$ cat src/rtl/rhc_pkg.sv
package rhc_pkg;
    localparam int PC_W    = 12;
    localparam int DATA_W  = 32;
    localparam int NUM_SIG = 8;
    localparam int STAT_W  = 3 + NUM_SIG;

    localparam int B_CLR_HALT   = 0;
    localparam int B_SET_HALT   = 1;
    localparam int B_CLR_BROKE  = 2;
    localparam int B_CLR_IRQ    = 3;
    localparam int B_SET_IRQ    = 4;
    localparam int B_CLR_IBRK   = 7;
    localparam int B_SET_IBRK   = 8;
    localparam int B_SIG_BASE   = 9;
    localparam int B_SET_BROKE  = DATA_W - 1;

    typedef enum logic [1:0] {
        ST_RUN     = 2'd0,
        ST_HALTED  = 2'd1,
        ST_PCLOAD  = 2'd2,
        ST_RESTART = 2'd3
    } ctl_state_t;

    function automatic logic [PC_W-1:0] align_pc(input logic [DATA_W-1:0] d);
        align_pc = {d[PC_W-1:2], 2'b00};
    endfunction

    function automatic logic pair_upd(input logic cur, input logic s, input logic c);
        pair_upd = (s ^ c) ? s : cur;
    endfunction
endpackage

$ cat src/rtl/rhc_status.sv
module rhc_status
    import rhc_pkg::*;
(
    input  logic              clk,
    input  logic              rst_n,
    input  logic              sw_wr_i,
    input  logic [DATA_W-1:0] sw_cmd_i,
    input  logic              brk_go_i,
    output logic              halt_q_o,
    output logic              halt_d_o,
    output logic [STAT_W-1:0] status_o,
    output logic              irq_o
);
    logic [DATA_W-1:0] cmd;
    logic [DATA_W-1:0] brk_cmd;
    logic              halt_q, broke_q, ibrk_q, irq_q;
    logic              broke_d, ibrk_d, irq_d;
    logic [NUM_SIG-1:0] sig_q, sig_d;

    always_comb begin
        brk_cmd = '0;
        if (brk_go_i) begin
            brk_cmd[B_SET_HALT]  = 1'b1;
            brk_cmd[B_SET_BROKE] = 1'b1;
            brk_cmd[B_SET_IRQ]   = ibrk_q;
        end
        cmd = (sw_wr_i ? {1'b0, sw_cmd_i[DATA_W-2:0]} : '0) | brk_cmd;
    end

    always_comb begin
        halt_d_o = pair_upd(halt_q, cmd[B_SET_HALT], cmd[B_CLR_HALT]);
        irq_d    = pair_upd(irq_q, cmd[B_SET_IRQ], cmd[B_CLR_IRQ]);
        ibrk_d   = pair_upd(ibrk_q, cmd[B_SET_IBRK], cmd[B_CLR_IBRK]);
        if (cmd[B_CLR_BROKE])
            broke_d = 1'b0;
        else if (cmd[B_SET_BROKE])
            broke_d = 1'b1;
        else
            broke_d = broke_q;
    end

    for (genvar n = 0; n < NUM_SIG; n++) begin : g_sig
        assign sig_d[n] = pair_upd(sig_q[n], cmd[B_SIG_BASE+2*n+1], cmd[B_SIG_BASE+2*n]);
    end

    always_ff @(posedge clk) begin
        if (!rst_n) begin
            halt_q  <= 1'b1;
            broke_q <= 1'b0;
            ibrk_q  <= 1'b0;
            irq_q   <= 1'b0;
            sig_q   <= '0;
        end else begin
            halt_q  <= halt_d_o;
            broke_q <= broke_d;
            ibrk_q  <= ibrk_d;
            irq_q   <= irq_d;
            sig_q   <= sig_d;
        end
    end

    assign halt_q_o = halt_q;
    assign irq_o    = irq_q;
    assign status_o = {sig_q, ibrk_q, broke_q, halt_q};

    AST_BRK_HALTS: assert property (@(posedge clk) disable iff (!rst_n)
        (brk_go_i && !(sw_wr_i && sw_cmd_i[B_CLR_HALT])) |=> halt_q);
    AST_SW_NO_SETBROKE: assert property (@(posedge clk) disable iff (!rst_n)
        (!brk_go_i && !broke_q) |=> !broke_q);
    AST_CLRBROKE_WINS: assert property (@(posedge clk) disable iff (!rst_n)
        (sw_wr_i && sw_cmd_i[B_CLR_BROKE]) |=> !broke_q);
    AST_BRK_IRQ: assert property (@(posedge clk) disable iff (!rst_n)
        (brk_go_i && ibrk_q && !(sw_wr_i && sw_cmd_i[B_CLR_IRQ])) |=> irq_q);
endmodule

$ cat src/rtl/rhc_fsm.sv
module rhc_fsm
    import rhc_pkg::*;
(
    input  logic              clk,
    input  logic              rst_n,
    input  logic              halt_q_i,
    input  logic              halt_d_i,
    input  logic              pc_wr_i,
    input  logic [DATA_W-1:0] pc_data_i,
    input  logic [PC_W-1:0]   ex_pc_i,
    output logic              brk_ok_o,
    output logic              flush_o,
    output logic [PC_W-1:0]   pc_o,
    output logic              pc_err_o
);
    ctl_state_t state_q, state_d;
    logic [PC_W-1:0] pc_q, pc_d;
    logic            err_q;

    always_comb begin
        state_d = state_q;
        pc_d    = pc_q;
        if (halt_q_i && pc_wr_i) begin
            state_d = ST_PCLOAD;
            pc_d    = align_pc(pc_data_i);
        end else begin
            unique case (state_q)
                ST_RUN: if (halt_q_i) begin
                    pc_d    = ex_pc_i;
                    state_d = halt_d_i ? ST_HALTED : ST_RESTART;
                end
                ST_HALTED, ST_PCLOAD:
                    state_d = halt_d_i ? ST_HALTED : ST_RESTART;
                ST_RESTART:
                    state_d = ST_RUN;
                default:
                    state_d = ST_HALTED;
            endcase
        end
    end

    always_ff @(posedge clk) begin
        if (!rst_n) begin
            state_q <= ST_HALTED;
            pc_q    <= '0;
            err_q   <= 1'b0;
        end else begin
            state_q <= state_d;
            pc_q    <= pc_d;
            err_q   <= pc_wr_i && !halt_q_i;
        end
    end

    always_comb begin
        flush_o  = 1'b0;
        brk_ok_o = 1'b0;
        unique case (state_q)
            ST_RUN:     brk_ok_o = !halt_q_i;
            ST_HALTED:  flush_o  = 1'b0;
            ST_PCLOAD:  flush_o  = 1'b1;
            ST_RESTART: flush_o  = 1'b1;
            default:    flush_o  = 1'b0;
        endcase
    end

    assign pc_o     = pc_q;
    assign pc_err_o = err_q;

    AST_FLUSH_ONE_CYCLE: assert property (@(posedge clk) disable iff (!rst_n)
        (flush_o && !halt_q_i) |=> !flush_o);
    AST_PC_ALIGNED: assert property (@(posedge clk) disable iff (!rst_n)
        pc_o[1:0] == 2'b00);
    AST_ERR_RUNNING: assert property (@(posedge clk) disable iff (!rst_n)
        (pc_wr_i && !halt_q_i) |=> (pc_err_o && $stable(pc_o)));
    AST_NO_BRK_STALLED: assert property (@(posedge clk) disable iff (!rst_n)
        (halt_q_i || flush_o) |-> !brk_ok_o);
endmodule

$ cat src/rtl/run_halt_ctrl.sv
module run_halt_ctrl
    import rhc_pkg::*;
(
    input  logic              clk,
    input  logic              rst_n,
    input  logic              wr_en_i,
    input  logic              wr_sel_i,
    input  logic [31:0]       wr_data_i,
    input  logic              rd_sel_i,
    output logic [31:0]       rd_data_o,
    input  logic              brk_i,
    input  logic [11:0]       ex_pc_i,
    output logic              irq_o,
    output logic              stall_o,
    output logic              flush_o,
    output logic [11:0]       restart_pc_o,
    output logic              pc_err_o
);
    logic              halt_q, halt_d, brk_ok;
    logic [STAT_W-1:0] status;
    logic [PC_W-1:0]   pc;

    rhc_status u_status (
        .clk      (clk),
        .rst_n    (rst_n),
        .sw_wr_i  (wr_en_i && !wr_sel_i),
        .sw_cmd_i (wr_data_i),
        .brk_go_i (brk_i && brk_ok),
        .halt_q_o (halt_q),
        .halt_d_o (halt_d),
        .status_o (status),
        .irq_o    (irq_o)
    );

    rhc_fsm u_fsm (
        .clk       (clk),
        .rst_n     (rst_n),
        .halt_q_i  (halt_q),
        .halt_d_i  (halt_d),
        .pc_wr_i   (wr_en_i && wr_sel_i),
        .pc_data_i (wr_data_i),
        .ex_pc_i   (ex_pc_i),
        .brk_ok_o  (brk_ok),
        .flush_o   (flush_o),
        .pc_o      (pc),
        .pc_err_o  (pc_err_o)
    );

    assign stall_o      = halt_q;
    assign restart_pc_o = pc;
    assign rd_data_o    = rd_sel_i ? {{(DATA_W-PC_W){1'b0}}, pc}
                                   : {{(DATA_W-STAT_W){1'b0}}, status};
endmodule

$ cat config.mk
export PLATFORM = sky130hd
export DESIGN_NAME = run_halt_ctrl
export DESIGN_NICKNAME = d
export VERILOG_FILES = /design/src/rtl/rhc_pkg.sv /design/src/rtl/rhc_status.sv /design/src/rtl/rhc_fsm.sv /design/src/rtl/run_halt_ctrl.sv
export SDC_FILE = /design/constraint.sdc
export NUM_CORES = 1
export LEC_CHECK = 0
export BUFFER_PORTS_ARGS = -buffer_cell sky130_fd_sc_hd__buf_2
export CAP_MARGIN = 20
export CORE_ASPECT_RATIO = 1.75
export CORE_MARGIN = 8
export CORE_UTILIZATION = 35
export CTS_CLUSTER_SIZE = 16
export DETAILED_ROUTE_END_ITERATION = 7
export PLACE_DENSITY = 0.66
export SLEW_MARGIN = 25
export SYNTH_ARGS = -nofsm -noshare
export SYNTH_HDL_FRONTEND = slang
export SYNTH_SLANG_ARGS = --single-unit
$ cat constraint.sdc
create_clock -name clk -period 3 [get_ports clk]
set_input_delay 0.6 -clock clk [delete_from_list [all_inputs] [get_ports clk]]
set_output_delay 0.6 -clock clk [all_outputs]
set_load 0.02 [all_outputs]
* After elaboration in Yosys (flattened, before gate mapping)
Cells that the tools add are included.
Widths: inputs -> output; s select.
** Storage, ports and cells
- Bits in registers :: 27
- Bits in latches :: 0
- Memory bits (writable) :: 0
- Memory bits (read-only) :: 0
- Input bits :: 50
- Word-level logic and storage cells :: 63
- Memories kept :: 0
** Operators by class
- $add $sub $neg :: 0
- Multipliers :: 0
- Div/mod/pow operators :: 0
- $lt $le $gt $ge :: 0
- Eq/ne operators :: 4
- Shift operators :: 0
- Multiplexer cells :: 14
- Bitwise logic cells :: 13
- Reduce and logical (&&, ||, !) cells :: 16
** Operator list (number)
- $mux 12 :: 4
- $or 32x32->32 :: 1
- $mux 31 :: 1
- $xor 1x1->1 :: 11
- $reduce_or 2->1 :: 4
- $mux 2 :: 3
- $pmux 2 s3 :: 1
- $logic_and 1x1->1 :: 5
- $mux 1 :: 5
- $eq 2x2->1 const B :: 2
- $reduce_and 2->1 :: 2
- $reduce_bool 2->1 :: 2
- $ne 3x2->1 const B :: 1
- $eq 2x1->1 const B :: 1
- $logic_not 1->1 :: 2
- $logic_not 2->1 :: 1
- $not 1->1 :: 1

* Logic depth before layout (Yosys ltp)
- Depth in word-level cells :: 11
- Depth in mapped cells :: 5
- Gate-level depth less buffers :: 3

* Modules after synthesis
From an unflattened synthesis, not the netlist that was laid out.
** Unflattened totals
- Cell total of the unflattened synthesis :: 167
- Area, all modules :: 1535.2 um^2
** Modules (own cells, without submodules)
- rhc_fsm :: times used 1, cells an instance 57, area each 604.3 um^2
- rhc_status :: times used 1, cells an instance 73, area each 581.8 um^2
- run_halt_ctrl :: times used 1, cells an instance 37, area each 349.1 um^2

* Least setup slack after synthesis
OpenSTA, ideal clock, no wires.
- Kind :: input to output
- From :: in rd_sel_i
- To :: out rd_data_o[10]
- Arrival time :: 1.185 ns
- Slack :: 1.215 ns
- Stages :: 2
- Buffers on the path :: 1
- Cells stage by stage :: buf_2 -> mux2_2
** Between the ends
- Longest elaborated chain between the ends :: 1
** Ends and longest elaborated chain
- start, declared :: line run_halt_ctrl.sv:9 : input logic rd_sel_i,
- $mux 12 :: line run_halt_ctrl.sv:51 : assign rd_data_o = rd_sel_i ? {{(DATA_W-PC_W){1'b0}}, pc}
- end, declared :: line run_halt_ctrl.sv:10 : output logic [31:0] rd_data_o,
No other way between the ends.

* Worst setup path after layout
- From :: in rd_sel_i
- To :: out rd_data_o[5]
The elaborated chain is that of the path after synthesis.

==> reports/results.tsv <==
metric	value	unit
crit path DAT	1430	ps
DR WL/cell	16.17	um
min Tclk post-route	2032	ps
sequential cell area	540.5	um^2
postcts setup bufs	0	
# fillers	480	
pwr dens	438.9	nW/um^2
first-pass GRT wire length	7838	um
RD Place Congestion	0.7227	
Crit Path Category	input pin to output pin	
area grow syn2layout	17.98	%
Fin. Hold Viols	0	
initial DRC count	57	
CP required	2400	ps
vias	1577	
Final nets	302	
Post-Synthesis Cells	192	
commonest non-fill, non-tap cell in the layout	buf_2	
drt pass-1 iters	4	
overall routing resource usage	0.1323	
Synth Warn #	0	
sequential area share after synthesis	0.3210	
drt total wl	4901	um
Critical Path Fanout Max	12	
Synth top area share	0.3210	
initial antenna violation count	0	
cell taking the most area after synthesis	dfxtp_1	
Fin Setup TNS	0	ps
Routed Antenna Nets	0	
Die H	107.8	um
P_leak	0.9206	nW
max_cap viols	0	
post-CTS resize count	0	
CTS H-Tree Depth	1	
CP Launch Type	input pin	
Reg power frac	0.468	
RSZ-0062 raised after global routing	no	
mean post-synth cell area	8.771	um^2
DP HPWL	3802	um
IO Pins	98	
DR DRC count	0	
TritonCTS clock tree	yes	
die width	68.44	um
clk sinks	27	
Hold-fix buffers, CTS	0	
Clk pwr share	0.238	
Hold Crit Class	register to register	
maximum root-to-sink buffer count	2	
Comb pwr share	0.294	
vias in the first global route	1670	
design internal power	0.5750	mW
Root Buffer	clkbuf_8	
switching pwr	0.2970	mW
Crit. End Element	output pin	
number of buffers added on ports	70	
synthesis-stage register bit count	27	
Sw Ratio	0.3406	
Site Rows	33	
largest net degree at the start of global routing	27	
worst skew pair latency	270	ps
Peak Freq	492.1	MHz
Least-Margin Pin Slew	592.1	ps
period utilization	0.6774	
maximum vdd ir drop	0.2225	mV
internal reg-to-reg setup slack	1480	ps
Final setup viols	0	
CTS buffer count	3	
post-synthesis cell type count	40	
clk slew on worst S/H paths	100	ps
area of the mapped netlist	1684	um^2
clk_skew	4.449	ps
Avg Vias per Cell	5.205	
total gr overflow	0	
initial core utilization	0.3610	
outcome	finished clean	
Slew Viols, Final	0	
# diodes	0	
CORE AREA	4666	um^2
die footprint	7375	um^2
Synth area leaders	dfxtp_1, buf_4, mux2_2	
most frequent cells in the layout	buf_2, dfxtp_1, o21ai_0	
Min Hold Slack	493.2	ps
area occupied by multi-input gates	939.7	um^2
Slew Limit Headroom	0.6030	
proportion of layout cells with a drive suffix above 1	0.4104	
[cell type report]
cell class	instances	area share
multi-input cells	139	0.4729
flip-flops and latches	27	0.2720
repair buffers	71	0.1801
well taps	52	0.03275
clock buffers	3	0.02078
inverters	10	0.01889
clock inverters	1	0.002519
[cell usage after synthesis]
library cell and count:
and2_1 1, nand2b_1 1, a21boi_1 2, mux2_2 11, a21boi_0 2, buf_2 9
o21ai_1 1, a211oi_1 1, a211oi_2 1, dfxtp_1 27, and3_1 3, o221a_2 1
nor3b_1 9, inv_1 9, and3b_1 1, nand2_2 1, nand2_1 10, a21oi_1 18
o21a_1 4, nand3b_1 2, o21ai_0 21, a311oi_2 8, and2_4 1, inv_2 1
conb_1 1, a32o_1 2, buf_6 1, or2_2 1, nor3_1 1, o2bb2ai_2 1
nor2b_1 1, o22ai_1 1, buf_4 23, clkbuf_2 1, a221oi_2 1, nand3_1 8
o31a_1 1, nor2_1 2, clkbuf_1 1, nor4b_4 1
[power by group through the flow]
| stage | registers (mW) | clock network (mW) | logic (mW) |
|---|---|---|---|
| floorplan | 0.430 | 0 | 0.185 |
| global placement | 0.415 | 0 | 0.255 |
| detailed placement | 0.415 | 0 | 0.258 |
| CTS | 0.408 | 0.214 | 0.258 |
| global route | 0.412 | 0.230 | 0.280 |
| finish | 0.408 | 0.208 | 0.256 |
[flip-flops by register name (all words and copies together), names as in the netlist]
name               cells
u_status.ibrk_q        1
u_status.sig_q         8
u_fsm.pc_o            12
u_fsm.state_q          2
u_status.irq_o         1
u_status.broke_q       1
u_fsm.pc_err_o         1
u_status.halt_q_o      1
[final timing paths]
| check | endpoint | startpoint | cells after the start |
|---|---|---|---|
| max reg2reg | u_fsm.state_q[1] | u_status.halt_q_o | 4 |
| min | u_status.sig_q[2] | u_status.sig_q[2] | 2 |
| max | rd_data_o[5] | rd_sel_i | 3 |
| min reg2reg | u_status.sig_q[2] | u_status.sig_q[2] | 2 |
[critical path, cell delays in order]
cell and delay (ps):
buf_2 290, mux2_2 380, buf_2 160
[kinds of logic (layout without fill, tap and decap cells)]
group | count (synthesis) | after routing | share of synthesized area
buf+inv | 45 | 85 | 0.1634
flops | 27 | 27 | 0.3210
simple gates | 43 | 43 | 0.1568
compound gates | 65 | 65 | 0.2831
mux | 11 | 11 | 0.07355
other cells | 1 | 20 | 0.002227
[layer usage]
metal	wire [um]	GRT usage
met3	310	0.02398
met2	2700	0.2452
met4	45	0.04124
met1	1845	0.1407
met5	0	0
[per-stage QoR]
stage / instance area (um^2) / util / worst slack, ps / power [mW] / std cells
CTS: 1987 / 0.4259 / 963.3 / 0.8801 / 303
floorplan: 1755 / - / 1215 / 0.6153 / 211
global route: 1987 / 0.4259 / 940.9 / 0.9212 / 303
global placement: 1941 / 0.4159 / 961.1 / 0.6701 / 299
detailed placement: 1941 / 0.4159 / 965.9 / 0.6730 / 299
finish: 1987 / 0.4259 / 967.8 / 0.8720 / 303
No activity file was read; power rests on OpenSTA's default activity.
